<file path="config.mk">
export PLATFORM = sky130hd
export DESIGN_NAME = alu8
export DESIGN_NICKNAME = d
export VERILOG_FILES = /design/src/rtl/alu8.sv
export SDC_FILE = /design/constraint.sdc
export NUM_CORES = 1
export LEC_CHECK = 0
export ABC_AREA = 0
export BUFFER_PORTS_ARGS = -buffer_cell sky130_fd_sc_hd__buf_4
export CAP_MARGIN = 10
export CELL_PAD_IN_SITES_DETAIL_PLACEMENT = 0
export CELL_PAD_IN_SITES_GLOBAL_PLACEMENT = 1
export CORE_UTILIZATION = 41
export DETAILED_ROUTE_END_ITERATION = 8
export PLACE_DENSITY = 0.76
export SYNTH_ARGS = -nofsm -noshare
export SYNTH_HDL_FRONTEND = slang
export SYNTH_SLANG_ARGS = --single-unit
</file>
<file path="constraint.sdc">
create_clock -name vclk -period 5.1
set_input_delay 0.255 -clock vclk [all_inputs]
set_output_delay 0.255 -clock vclk [all_outputs]
set_load 0.03 [all_outputs]
</file>
<file path="src/rtl/alu8.sv">
module alu8 (
  input  logic [4:0] op_sel,
  input  logic [7:0] dst_a,
  input  logic [7:0] src_b,
  input  logic [5:0] flags_in,
  output logic [7:0] res,
  output logic [5:0] flags_out
);
  localparam logic [4:0] OP_ADD = 5'd0,  OP_ADC = 5'd1,  OP_SUB = 5'd2,  OP_SBC = 5'd3;
  localparam logic [4:0] OP_CP  = 5'd4,  OP_CPC = 5'd5,  OP_AND = 5'd6,  OP_OR  = 5'd7;
  localparam logic [4:0] OP_XOR = 5'd8,  OP_COM = 5'd9,  OP_NEG = 5'd10, OP_INC = 5'd11;
  localparam logic [4:0] OP_DEC = 5'd12, OP_LSL = 5'd13, OP_LSR = 5'd14, OP_ROL = 5'd15;
  localparam logic [4:0] OP_ROR = 5'd16, OP_ASR = 5'd17, OP_SWP = 5'd18;
  localparam int FC = 0, FZ = 1, FN = 2, FV = 3, FS = 4, FH = 5;

  logic       cin;
  logic [7:0] add_r, sa, sb, sub_r, val;
  logic       add_co, add_h, add_v, sub_c, sub_h, sub_v, sci;
  logic       upd, sticky_z;
  logic [5:0] f;

  assign cin = flags_in[FC];

  assign {add_co, add_r} = {1'b0, dst_a} + {1'b0, src_b} + {8'd0, (op_sel == OP_ADC) & cin};
  assign add_h = (dst_a[3] & src_b[3]) | (src_b[3] & ~add_r[3]) | (~add_r[3] & dst_a[3]);
  assign add_v = (dst_a[7] & src_b[7] & ~add_r[7]) | (~dst_a[7] & ~src_b[7] & add_r[7]);

  assign sa  = (op_sel == OP_NEG) ? 8'h00 : dst_a;
  assign sb  = (op_sel == OP_NEG) ? dst_a : src_b;
  assign sci = ((op_sel == OP_SBC) | (op_sel == OP_CPC)) & cin;
  assign sub_r = sa - sb - {7'd0, sci};
  assign sub_c = (~sa[7] & sb[7]) | (sb[7] & sub_r[7]) | (sub_r[7] & ~sa[7]);
  assign sub_h = (~sa[3] & sb[3]) | (sb[3] & sub_r[3]) | (sub_r[3] & ~sa[3]);
  assign sub_v = (sa[7] & ~sb[7] & ~sub_r[7]) | (~sa[7] & sb[7] & sub_r[7]);
  assign sticky_z = (op_sel == OP_SBC) | (op_sel == OP_CPC);

  always_comb begin
    val = dst_a;
    f   = flags_in;
    upd = 1'b1;
    unique case (op_sel)
      OP_ADD, OP_ADC: begin
        val = add_r; f[FC] = add_co; f[FH] = add_h; f[FV] = add_v;
      end
      OP_SUB, OP_SBC, OP_CP, OP_CPC, OP_NEG: begin
        val = sub_r; f[FC] = sub_c; f[FH] = sub_h; f[FV] = sub_v;
      end
      OP_AND: begin val = dst_a & src_b; f[FV] = 1'b0; end
      OP_OR:  begin val = dst_a | src_b; f[FV] = 1'b0; end
      OP_XOR: begin val = dst_a ^ src_b; f[FV] = 1'b0; end
      OP_COM: begin val = ~dst_a; f[FC] = 1'b1; f[FV] = 1'b0; end
      OP_INC: begin val = dst_a + 8'd1; f[FV] = (dst_a == 8'h7F); end
      OP_DEC: begin val = dst_a - 8'd1; f[FV] = (dst_a == 8'h80); end
      OP_LSL: begin val = {dst_a[6:0], 1'b0};     f[FC] = dst_a[7]; f[FV] = dst_a[6] ^ dst_a[7]; end
      OP_ROL: begin val = {dst_a[6:0], cin};      f[FC] = dst_a[7]; f[FV] = dst_a[6] ^ dst_a[7]; end
      OP_LSR: begin val = {1'b0, dst_a[7:1]};     f[FC] = dst_a[0]; f[FV] = dst_a[0]; end
      OP_ROR: begin val = {cin, dst_a[7:1]};      f[FC] = dst_a[0]; f[FV] = cin ^ dst_a[0]; end
      OP_ASR: begin val = {dst_a[7], dst_a[7:1]}; f[FC] = dst_a[0]; f[FV] = dst_a[7] ^ dst_a[0]; end
      OP_SWP: begin val = {dst_a[3:0], dst_a[7:4]}; upd = 1'b0; end
      default: upd = 1'b0;
    endcase
    if (upd) begin
      f[FN] = val[7];
      f[FZ] = (val == 8'h00) & (~sticky_z | flags_in[FZ]);
      f[FS] = val[7] ^ f[FV];
    end
  end

  assign res       = ((op_sel == OP_CP) | (op_sel == OP_CPC)) ? dst_a : val;
  assign flags_out = f;
endmodule

</file>
==> summary.md, run 1 <==
| Metric | Value |
|---|---|
| Post-route ant nets | 0 |
| Sw Pwr | 230 uW |
| Crit path DAT | 4.30 ns |
| CP Class | in2out |
| Sw frac | 61.1% |
| Final Max Tran Viols | 0 |
| Iter 0 DRT Violations | 354 |
| Delay-heaviest family, CP | compound AO/OA/AOI/OAI gates |
| Total iterations of the first detailed-routing run | 6 |
| Post-synthesis sequential area ratio | 0% |
| Flop pwr share | 0% |
| Initial core utilization | 43.6% |
| Commonest non-fill, non-tap cell in the layout | buf_4 |
| Kind of start point of the critical path | primary input |
| Syn Area/Cell | 6.77 um2 |
| Mapped cell area | 2850 um2 |
| Critical path fanouts, max | 28 |
| Vias | 3394 |
| Combinational Power Share | 100.0% |
| Peak VDD IR | 0.0578 mV |
| Per-cell routed wire length | 21.0 um |
| Row cnt | 29 |
| Share of Yosys cell area claimed by the top area cell type | 15.4% |
| Largest net degree at the start of global routing | 35 |
| Remaining global-route overflow | 0 |
| # Max-Cap Violations | 0 |
| Total wire length | 10800 um |
| Worst path most repeated cell | buf_4 |
| Hold violation total from the final report | 0 |
| Gate Count Post-Synth | 420 |
| Vias per cell | 6.60 |
| Slowest-stage cell, CP | or3b_1 |
| Worst slack at placement | 0.582 ns |
| WP depth | 17 |
| Hold Path Stages | 3 |
| Final Worst Setup Slack | 0.544 ns |
| Max Fclk | 0.219 GHz |
| Dominant cell type by area after synthesis | ha_1 |
| Tot Pwr | 376 uW |
| Seq_cells | 0 |
| Core area | 6530 um2 |
| Cell Pwr Density | 119 nW/um2 |
| Synth top area cells | ha_1 (15%), nand2_1 (5.7%), o21ai_0 (4.9%) |
| Final Cycle Share | 89.3% |
| Die ar. | 7280 um2 |
| Die height | 85.3 um |
| Antenna Cells | 0 |
| Crit-path cells | buf_4 -> or3b_1 -> or2_2 -> buf_4 -> nand2_1 -> o21ai_0 -> ha_1 -> inv_1 -> ha_1 -> a21bo_2 -> a211oi_1 -> xnor2_1 -> nor2_1 -> o41ai_1 -> o21ai_0 -> o31ai_1 -> buf_4 |
| Rel. slew slack | 18.2% |
| Hold path startpoint | flags_in[2] |
| DRC viols | 0 |
| I/O pin count | 41 |
| Worst hold-check path type | in2out |
| CTS Hold Buffers Added | 0 |
| Post-Syn Nets | 488 |
| Crit path launch | op_sel[2] |
| Leakage power | 1.43 nW |
| Sequential cell area | 0 um2 |
| Crit path buffers/inverters | 4 |
| Status | finished, final reports clean |
| Post-CTS Setup Repair Bufs | 0 |
| Total number of yosys warnings | 0 |
| Vias in the first global route | 3167 |
| Final min period | 4.56 ns |
| Layout cells sized above 1 | 15.6% |
| Slew @ Worst Pin | 1.21 ns |
| Largest stage delay on the critical path | 0.58 ns |
| Synth-to-layout area growth | 10.9% |
| Internal power | 146 uW |
| RSZ-0062 raised after global routing | no |
| First-pass GRT wire length | 17200 um |
| Total Nets Final | 507 |
| Final setup fails | 0 |
| CTS resizes | 0 |
| Clock share of power | 0% |
| Worst Path Required | 4.85 ns |
| Initial antenna violation count | 0 |
| DIE WIDTH | 85.3 um |
| Clock buffers | 0 |
| GPL Wtd Cong | 1.05 |
| Synth unique cells | 76 |
| Final Util | 48.3% |
| Post-route setup TNS | 0 ns |
| Global-route usage over all layers | 30.1% |
| Commonest cells after routing, fill and taps aside | buf_4 (48), nand2_1 (43), inv_1 (37) |
| Port bufs | 41 |
| Post-DP HPWL | 8390 um |
| Worst setup EP type | output pin |
-- power groups by stage --
stage                     clock network [mW]  logic, mW  registers, mW
final                                      0      0.376              0
after global routing                       0      0.409              0
after CTS                                  0      0.372              0
after detailed placement                   0      0.370              0
after global placement                     0      0.369              0
after floorplan                            0      0.260              0
-- Yosys cell counts, types with 7 or more instances --
cell type	instances
a21o_1	8
ha_1	35
a21oi_1	23
a221oi_1	8
buf_2	7
nor2_1	24
inv_1	37
xor2_1	7
nand3_1	9
o21ai_0	28
o31ai_1	8
nor3_1	15
clkbuf_1	18
nand2_1	43
nand4_1	8
o22ai_1	7
-- cell families (layout without fill, tap and decap cells) --
logic type / after synthesis / after routing / synth area share (%)
AO/OA/AOI/OAI: 140 / 140 / 35.9
XOR/XNOR: 13 / 13 / 4.00
multiplexers: 5 / 5 / 1.85
AND/OR/NAND/NOR: 151 / 151 / 28.1
buffers and inverters: 70 / 87 / 10.5
adder cells (fa/ha/maj): 41 / 41 / 19.6
-- through the flow --
step / hold WS (ns) / area (um2) / std cells
2_1_floorplan: 0.721 / 2850 / 420
3_3_place_gp: 0.856 / 3160 / 514
3_5_place_dp: 0.861 / 3160 / 514
4_1_cts: 0.862 / 3160 / 514
5_1_grt: 0.882 / 3160 / 514
6_report: 0.858 / 3160 / 514
-- area by class of cell --
class / count / area [um2]
Inverter: 39 / 146
Multi-Input combinational cell: 350 / 2550
Timing Repair Buffer: 48 / 360
Fill cell: 692 / 3370
Tap cell: 77 / 96.3
-- final timing paths --
kind / to / slack, ns
hold / removal: flags_out[2] / 0.86
setup / recovery: flags_out[1] / 0.54
-- layer usage --
layer  vias to the layer above  track usage (%)  part of all wire (%)
li1                       1595                -                     -
met5                         -                0                     0
met4                         0             10.9                   4.2
met3                        30             2.72                   8.9
met2                       187             47.8                    44
met1                      1582             42.3                    43
No activity file was read; power rests on OpenSTA's default activity.
==> inputs of run 2 (changes only) <==
--- a/config.mk
+++ b/config.mk
@@ -5,7 +5,6 @@
 export SDC_FILE = /design/constraint.sdc
 export NUM_CORES = 1
 export LEC_CHECK = 0
-export ABC_AREA = 0
 export BUFFER_PORTS_ARGS = -buffer_cell sky130_fd_sc_hd__buf_4
 export CAP_MARGIN = 10
 export CELL_PAD_IN_SITES_DETAIL_PLACEMENT = 0
==> constraint.sdc (replaced) <==
create_clock -name vclk -period 4.35
set_input_delay 0.2175 -clock vclk [all_inputs]
set_output_delay 0.2175 -clock vclk [all_outputs]
set_load 0.03 [all_outputs]
==> summary.md, run 2 (synthesis gave the netlist of run 1 again) <==
| Metric | Value |
|---|---|
| RSZ-0062 raised after global routing | no (unchanged) |
| Global-route usage over all layers | 30.5% (was 30.1%) |
| GPL Wtd Cong | 0.972 (was 1.05) |
| Initial core utilization | 43.6% (unchanged) |
| Commonest non-fill, non-tap cell in the layout | buf_4 (unchanged) |
| Crit-path cells | buf_4 -> or3b_1 -> or2_2 -> buf_4 -> nand2_1 -> o21ai_0 -> ha_1 -> inv_1 -> ha_1 -> nand2_1 -> o21ai_0 -> nor2_1 -> a211oi_4 -> mux2_2 -> a31o_1 -> a31oi_2 -> buf_4 (was buf_4 -> or3b_1 -> or2_2 -> buf_4 -> nand2_1 -> o21ai_0 -> ha_1 -> inv_1 -> ha_1 -> a21bo_2 -> a211oi_1 -> xnor2_1 -> nor2_1 -> o41ai_1 -> o21ai_0 -> o31ai_1 -> buf_4) |
| Final Cycle Share | 94.3% |
| DIE WIDTH | 85.3 um (unchanged) |
| CP Class | in2out (unchanged) |
| Total wire length | 11000 um (was 10800 um) |
| Commonest cells after routing, fill and taps aside | buf_4 (55), nand2_1 (43), inv_1 (37) (was buf_4 (48), nand2_1 (43), inv_1 (37)) |
| Grt peak-use layer | met2 (unchanged) |
| Vias in the first global route | 3164 (was 3167) |
| Post-CTS Setup Repair Bufs | 0 (unchanged) |
| Remaining global-route overflow | 0 (unchanged) |
| Worst path most repeated cell | buf_4 (unchanged) |
| Per-cell routed wire length | 21.2 um (was 21.0 um) |
| Met2 Usage GRT | 49.6% (was 47.8%) |
| Seq_cells | 0 (unchanged) |
| Worst slack at placement | 0.184 ns (was 0.582 ns) |
| Hold violation total from the final report | 0 (unchanged) |
| Post-route setup TNS | 0 ns (unchanged) |
| DRC viols | 0 (unchanged) |
| Total Nets Final | 514 (was 507) |
| Critical path fanouts, max | 18 (was 28) |
| Final setup fails | 0 (unchanged) |
| Layout cells sized above 1 | 17.8% (was 15.6%) |
| Port bufs | 41 (unchanged) |
| Multi-input gate area | 2580 um2 (was 2550 um2) |
| Crit path DAT | 3.89 ns (was 4.30 ns) |
| First-pass GRT wire length | 17400 um (was 17200 um) |
| Post-DP HPWL | 8480 um (was 8390 um) |
| Slowest-stage cell, CP | mux2_2 (was or3b_1) |
| Kind of start point of the critical path | primary input (unchanged) |
| Post-route ant nets | 0 (unchanged) |
| Core area | 6530 um2 (unchanged) |
| Filler cell count | 698 (was 692) |
| Largest stage delay on the critical path | 0.40 ns (was 0.58 ns) |
| Final min period | 4.10 ns |
| Design area | 3240 um2 (was 3160 um2) |
| Cell Pwr Density | 139 nW/um2 (was 119 nW/um2) |
| Initial antenna violation count | 0 (unchanged) |
| Grt met3 use | 4.77% (was 2.72%) |
| Tot Pwr | 449 uW (was 376 uW) |
| Post-Place Cells | 521 (was 514) |
| Vias per cell | 6.58 (was 6.60) |
| Met1 GRT Util | 41.4% (was 42.3%) |
| Worst Path Required | 4.13 ns (was 4.85 ns) |
| Antenna Cells | 0 (unchanged) |
| Die ar. | 7280 um2 (unchanged) |
| Worst hold-check path type | in2out (unchanged) |
| Die height | 85.3 um (unchanged) |
| Largest net degree at the start of global routing | 35 (unchanged) |
| Synth-to-layout area growth | 13.9% (was 10.9%) |
| Status | finished, final reports clean (unchanged) |
| Slew @ Worst Pin | 1.20 ns (was 1.21 ns) |
| Leakage power | 1.47 nW (was 1.43 nW) |
| Clock buffers | 0 (unchanged) |
| Final Worst Setup Slack | 0.246 ns (was 0.544 ns) |
| Max Fclk | 0.244 GHz |
| Peak VDD IR | 0.0827 mV (was 0.0578 mV) |
| Vias | 3427 (was 3394) |
| Row cnt | 29 (unchanged) |
| Cell Count, Final, Fillers Out | 521 (was 514) |
| Sequential cell area | 0 um2 (unchanged) |
| Iter 0 DRT Violations | 320 (was 354) |
| Total iterations of the first detailed-routing run | 5 (was 6) |
| I/O pin count | 41 (unchanged) |
| Final Max Tran Viols | 0 (unchanged) |
| Placed cell area | 3230 um2 (was 3160 um2) |
| Rel. slew slack | 19.0% (was 18.2%) |
| # Max-Cap Violations | 0 (unchanged) |
| Worst setup EP type | output pin (unchanged) |
[run 2: changes by cell type in the layout (fill, tap and decap cells not counted)]
| cell | delta |
|---|---|
| a31oi_1 | -1 |
| a31oi_2 | +1 |
| buf_4 | +7 |
| fa_1 | -1 |
| fa_2 | +1 |
| o21ai_0 | -2 |
| o21ai_1 | +2 |
| o31ai_1 | -1 |
| o31ai_4 | +1 |
| o41ai_1 | -1 |
| o41ai_2 | +1 |
[run 2: worst max-delay path, delay by kind of cell]
kind                     cells  cell delay [ns]
AO/OA/AOI/OAI                5             1.07
AND/OR/NAND/NOR              5             0.98
adder cells (fa/ha/maj)      2             0.66
buffers and inverters        4             0.54
multiplexers                 1             0.40
[run 2: layout make-up]
class,count,share of cell area [%]
inverter,39,4.52
multi-input combinational,350,79.8
tap,77,2.97
timing repair buffer,55,12.7
[run 2: metrics by stage]
stage | hold WS, ns | util (%)
2_1_floorplan | 0.643 | -
3_3_place_gp | 0.781 | 49.4
3_5_place_dp | 0.782 | 49.4
4_1_cts | 0.786 | 49.4
5_1_grt | 0.791 | 49.6
6_report | 0.784 | 49.6
[run 2: layer usage]
metal	vias up	share of wire, %
met3	26	9.2
met2	179	44
met4	0	3.6
met1	1613	43
li1	1609	-
met5	-	0
[run 2: final timing paths]
kind / startpoint / end / slack, ns / depth (start not counted)
setup / recovery: op_sel[2] / flags_out[4] / 0.25 / 17
hold / removal: flags_in[2] / flags_out[2] / 0.78 / 3
[run 2: power breakdown]
group	internal, mW	switching [mW]	total (mW)
Clock	0	0	0
Combinational	0.177	0.273	0.449
Sequential	0	0	0
Total	0.177	0.273	0.449
[run 2: repair_timing]
| item | 4_1_cts | 5_1_grt |
|---|---|---|
| resized for setup | 0 | 4 |
| endpoints found under the hold margin | 0 | 0 |
| hold buffers | 0 | 0 |
| setup endpoints to repair | 0 | 2 |
==> inputs of run 3 (changes only) <==
--- a/config.mk
+++ b/config.mk
@@ -11,7 +11,7 @@
 export CELL_PAD_IN_SITES_GLOBAL_PLACEMENT = 1
 export CORE_UTILIZATION = 41
 export DETAILED_ROUTE_END_ITERATION = 8
-export PLACE_DENSITY = 0.76
+export PLACE_DENSITY = 0.79
 export SYNTH_ARGS = -nofsm -noshare
 export SYNTH_HDL_FRONTEND = slang
 export SYNTH_SLANG_ARGS = --single-unit
==> summary.md, run 3 (synthesis gave the netlist of run 1 again) <==
| Metric | Value |
|---|---|
| Cell Pwr Density | 140 nW/um2 (was 139 nW/um2) |
| Slew @ Worst Pin | 1.21 ns (was 1.20 ns) |
| DRC viols | 0 (unchanged) |
| Synth-to-layout area growth | 14.0% (was 13.9%) |
| Crit path buffers/inverters | 4 (unchanged) |
| Slowest-stage cell, CP | o41ai_1 (was mux2_2) |
| Worst Path Required | 4.13 ns (about the same) |
| Vias | 3394 (was 3427) |
| Die ar. | 7280 um2 (unchanged) |
| Row cnt | 29 (unchanged) |
| # Max-Cap Violations | 0 (unchanged) |
| Critical path fanouts, max | 24 (was 18) |
| Crit-path cells | buf_4 -> or3b_1 -> or2_2 -> buf_4 -> nand2_1 -> o21ai_0 -> ha_1 -> inv_1 -> ha_1 -> a21bo_2 -> a211oi_2 -> xnor2_1 -> nor2_1 -> o41ai_1 -> o21ai_0 -> o31ai_4 -> buf_4 (was buf_4 -> or3b_1 -> or2_2 -> buf_4 -> nand2_1 -> o21ai_0 -> ha_1 -> inv_1 -> ha_1 -> nand2_1 -> o21ai_0 -> nor2_1 -> a211oi_4 -> mux2_2 -> a31o_1 -> a31oi_2 -> buf_4) |
| Post-route ant nets | 0 (unchanged) |
| Die height | 85.3 um (unchanged) |
| Final Util | 49.7% (was 49.6%) |
| Largest net degree at the start of global routing | 35 (unchanged) |
| Antenna Cells | 0 (unchanged) |
| Per-cell routed wire length | 20.6 um (was 21.2 um) |
| Post-DP HPWL | 8210 um (was 8480 um) |
| Leakage power | 1.47 nW (about the same) |
| Total Nets Final | 513 (was 514) |
| Total iterations of the first detailed-routing run | 5 (unchanged) |
| Iter 0 DRT Violations | 373 (was 320) |
| Worst slack at placement | 0.157 ns (was 0.184 ns) |
| Total wire length | 10700 um (was 11000 um) |
| Layout cells sized above 1 | 18.1% (was 17.8%) |
| Final setup fails | 0 (unchanged) |
| CP Class | in2out (unchanged) |
| Vias per cell | 6.53 (was 6.58) |
| Kind of start point of the critical path | primary input (unchanged) |
| Peak VDD IR | 0.109 mV (was 0.0827 mV) |
| WP depth | 17 (unchanged) |
| Max Fclk | 0.243 GHz (was 0.244 GHz) |
| Worst path most repeated cell | buf_4 (unchanged) |
| Hold Path Stages | 3 (unchanged) |
| Crit path DAT | 3.90 ns (was 3.89 ns) |
| Vias in the first global route | 3046 (was 3164) |
| DIE WIDTH | 85.3 um (unchanged) |
| Rel. slew slack | 18.6% (was 19.0%) |
| Status | finished, final reports clean (unchanged) |
| Initial core utilization | 43.6% (unchanged) |
| Largest stage delay on the critical path | 0.42 ns (was 0.40 ns) |
| Hold violation total from the final report | 0 (unchanged) |
| I/O pin count | 41 (unchanged) |
| Hold endpoint | flags_out[2] (unchanged) |
| Port bufs | 41 (unchanged) |
| Worst hold-check path type | in2out (unchanged) |
| Filler cell count | 680 (was 698) |
| Initial antenna violation count | 0 (unchanged) |
| Hold path startpoint | flags_in[2] (unchanged) |
| Worst setup EP type | output pin (unchanged) |
| Commonest cells after routing, fill and taps aside | buf_4 (54), nand2_1 (43), inv_1 (37) (was buf_4 (55), nand2_1 (43), inv_1 (37)) |
| Final min period | 4.12 ns (was 4.10 ns) |
| Seq_cells | 0 (unchanged) |
| Post-Place Cells | 520 (was 521) |
| First-pass GRT wire length | 16700 um (was 17400 um) |
| Global-route usage over all layers | 29.1% (was 30.5%) |
| Sequential cell area | 0 um2 (unchanged) |
| Final Cycle Share | 94.6% (was 94.3%) |
| Remaining global-route overflow | 0 (unchanged) |
| Core area | 6530 um2 (unchanged) |
| Cell Count, Final, Fillers Out | 520 (was 521) |
| Delay-heaviest family, CP | compound AO/OA/AOI/OAI gates (unchanged) |
| Hold WS | 0.783 ns (was 0.784 ns) |
| Commonest non-fill, non-tap cell in the layout | buf_4 (unchanged) |
| GPL Wtd Cong | 1.01 (was 0.972) |
| Final Max Tran Viols | 0 (unchanged) |
| RSZ-0062 raised after global routing | no (unchanged) |
| Final Worst Setup Slack | 0.234 ns (was 0.246 ns) |
| Clock buffers | 0 (unchanged) |
## run 3: cell count changes in the layout (fill, tap and decap cells not counted)
cell and delta:
nor4b_2 +1, buf_4 -1, o21ai_1 -1, a211oi_1 -1
o21ai_0 +1, nor4b_1 -1, a211oi_2 +1, o41ai_2 -1
o32ai_2 +1, o32ai_1 -1, o41ai_1 +1
## run 3: stage by stage
stage	cell area (um2)	power, mW	setup TNS, ns
2_1_floorplan	2870	0.308	-0.00931
3_3_place_gp	3220	0.437	0
3_5_place_dp	3220	0.440	0
4_1_cts	3220	0.442	0
5_1_grt	3240	0.489	0
6_report	3240	0.453	0
## run 3: how the worst max path moves through the flow
stage,slack (ns),to,start
global route,0.02,flags_out[1],op_sel[2]
floorplan,-0.009,flags_out[1],op_sel[2]
CTS,0.15,flags_out[1],op_sel[2]
global placement,0.21,flags_out[1],op_sel[2]
detailed placement,0.16,flags_out[1],op_sel[2]
finish,0.23,flags_out[1],op_sel[2]
## run 3: where the power goes
| part | switching [mW] | internal (mW) |
|---|---|---|
| registers | 0 | 0 |
| logic | 0.275 | 0.178 |
| clock network | 0 | 0 |
| total | 0.275 | 0.178 |
## run 3: area by class of cell
cell class / instances / area [um2] / share of cell area, %
Tap cell: 77 / 96.3 / 2.97
Timing Repair Buffer: 54 / 405 / 12.5
Inverter: 39 / 146 / 4.51
Multi-Input combinational cell: 350 / 2590 / 80.0
## run 3: repair_timing
item                                    in CTS  in global routing
buffers inserted                             0                  0
endpoints found under the setup margin       0                  2
hold buffers                                 0                  0
gates resized for setup                      0                  5
## run 3: routing by layer
| metal | up-vias | track usage, % | part of all wire [%] |
|---|---|---|---|
| met4 | 0 | 6.82 | 2.9 |
| li1 | 1608 | - | - |
| met3 | 24 | 4.47 | 9.2 |
| met2 | 188 | 47.3 | 45 |
| met1 | 1574 | 40.4 | 43 |
| met5 | - | 0 | 0 |
## run 3: worst min-delay path: cells and delay by family
kind | cells | cell delay, ns
buffers and inverters | 2 | 0.22
muxes | 1 | 0.13
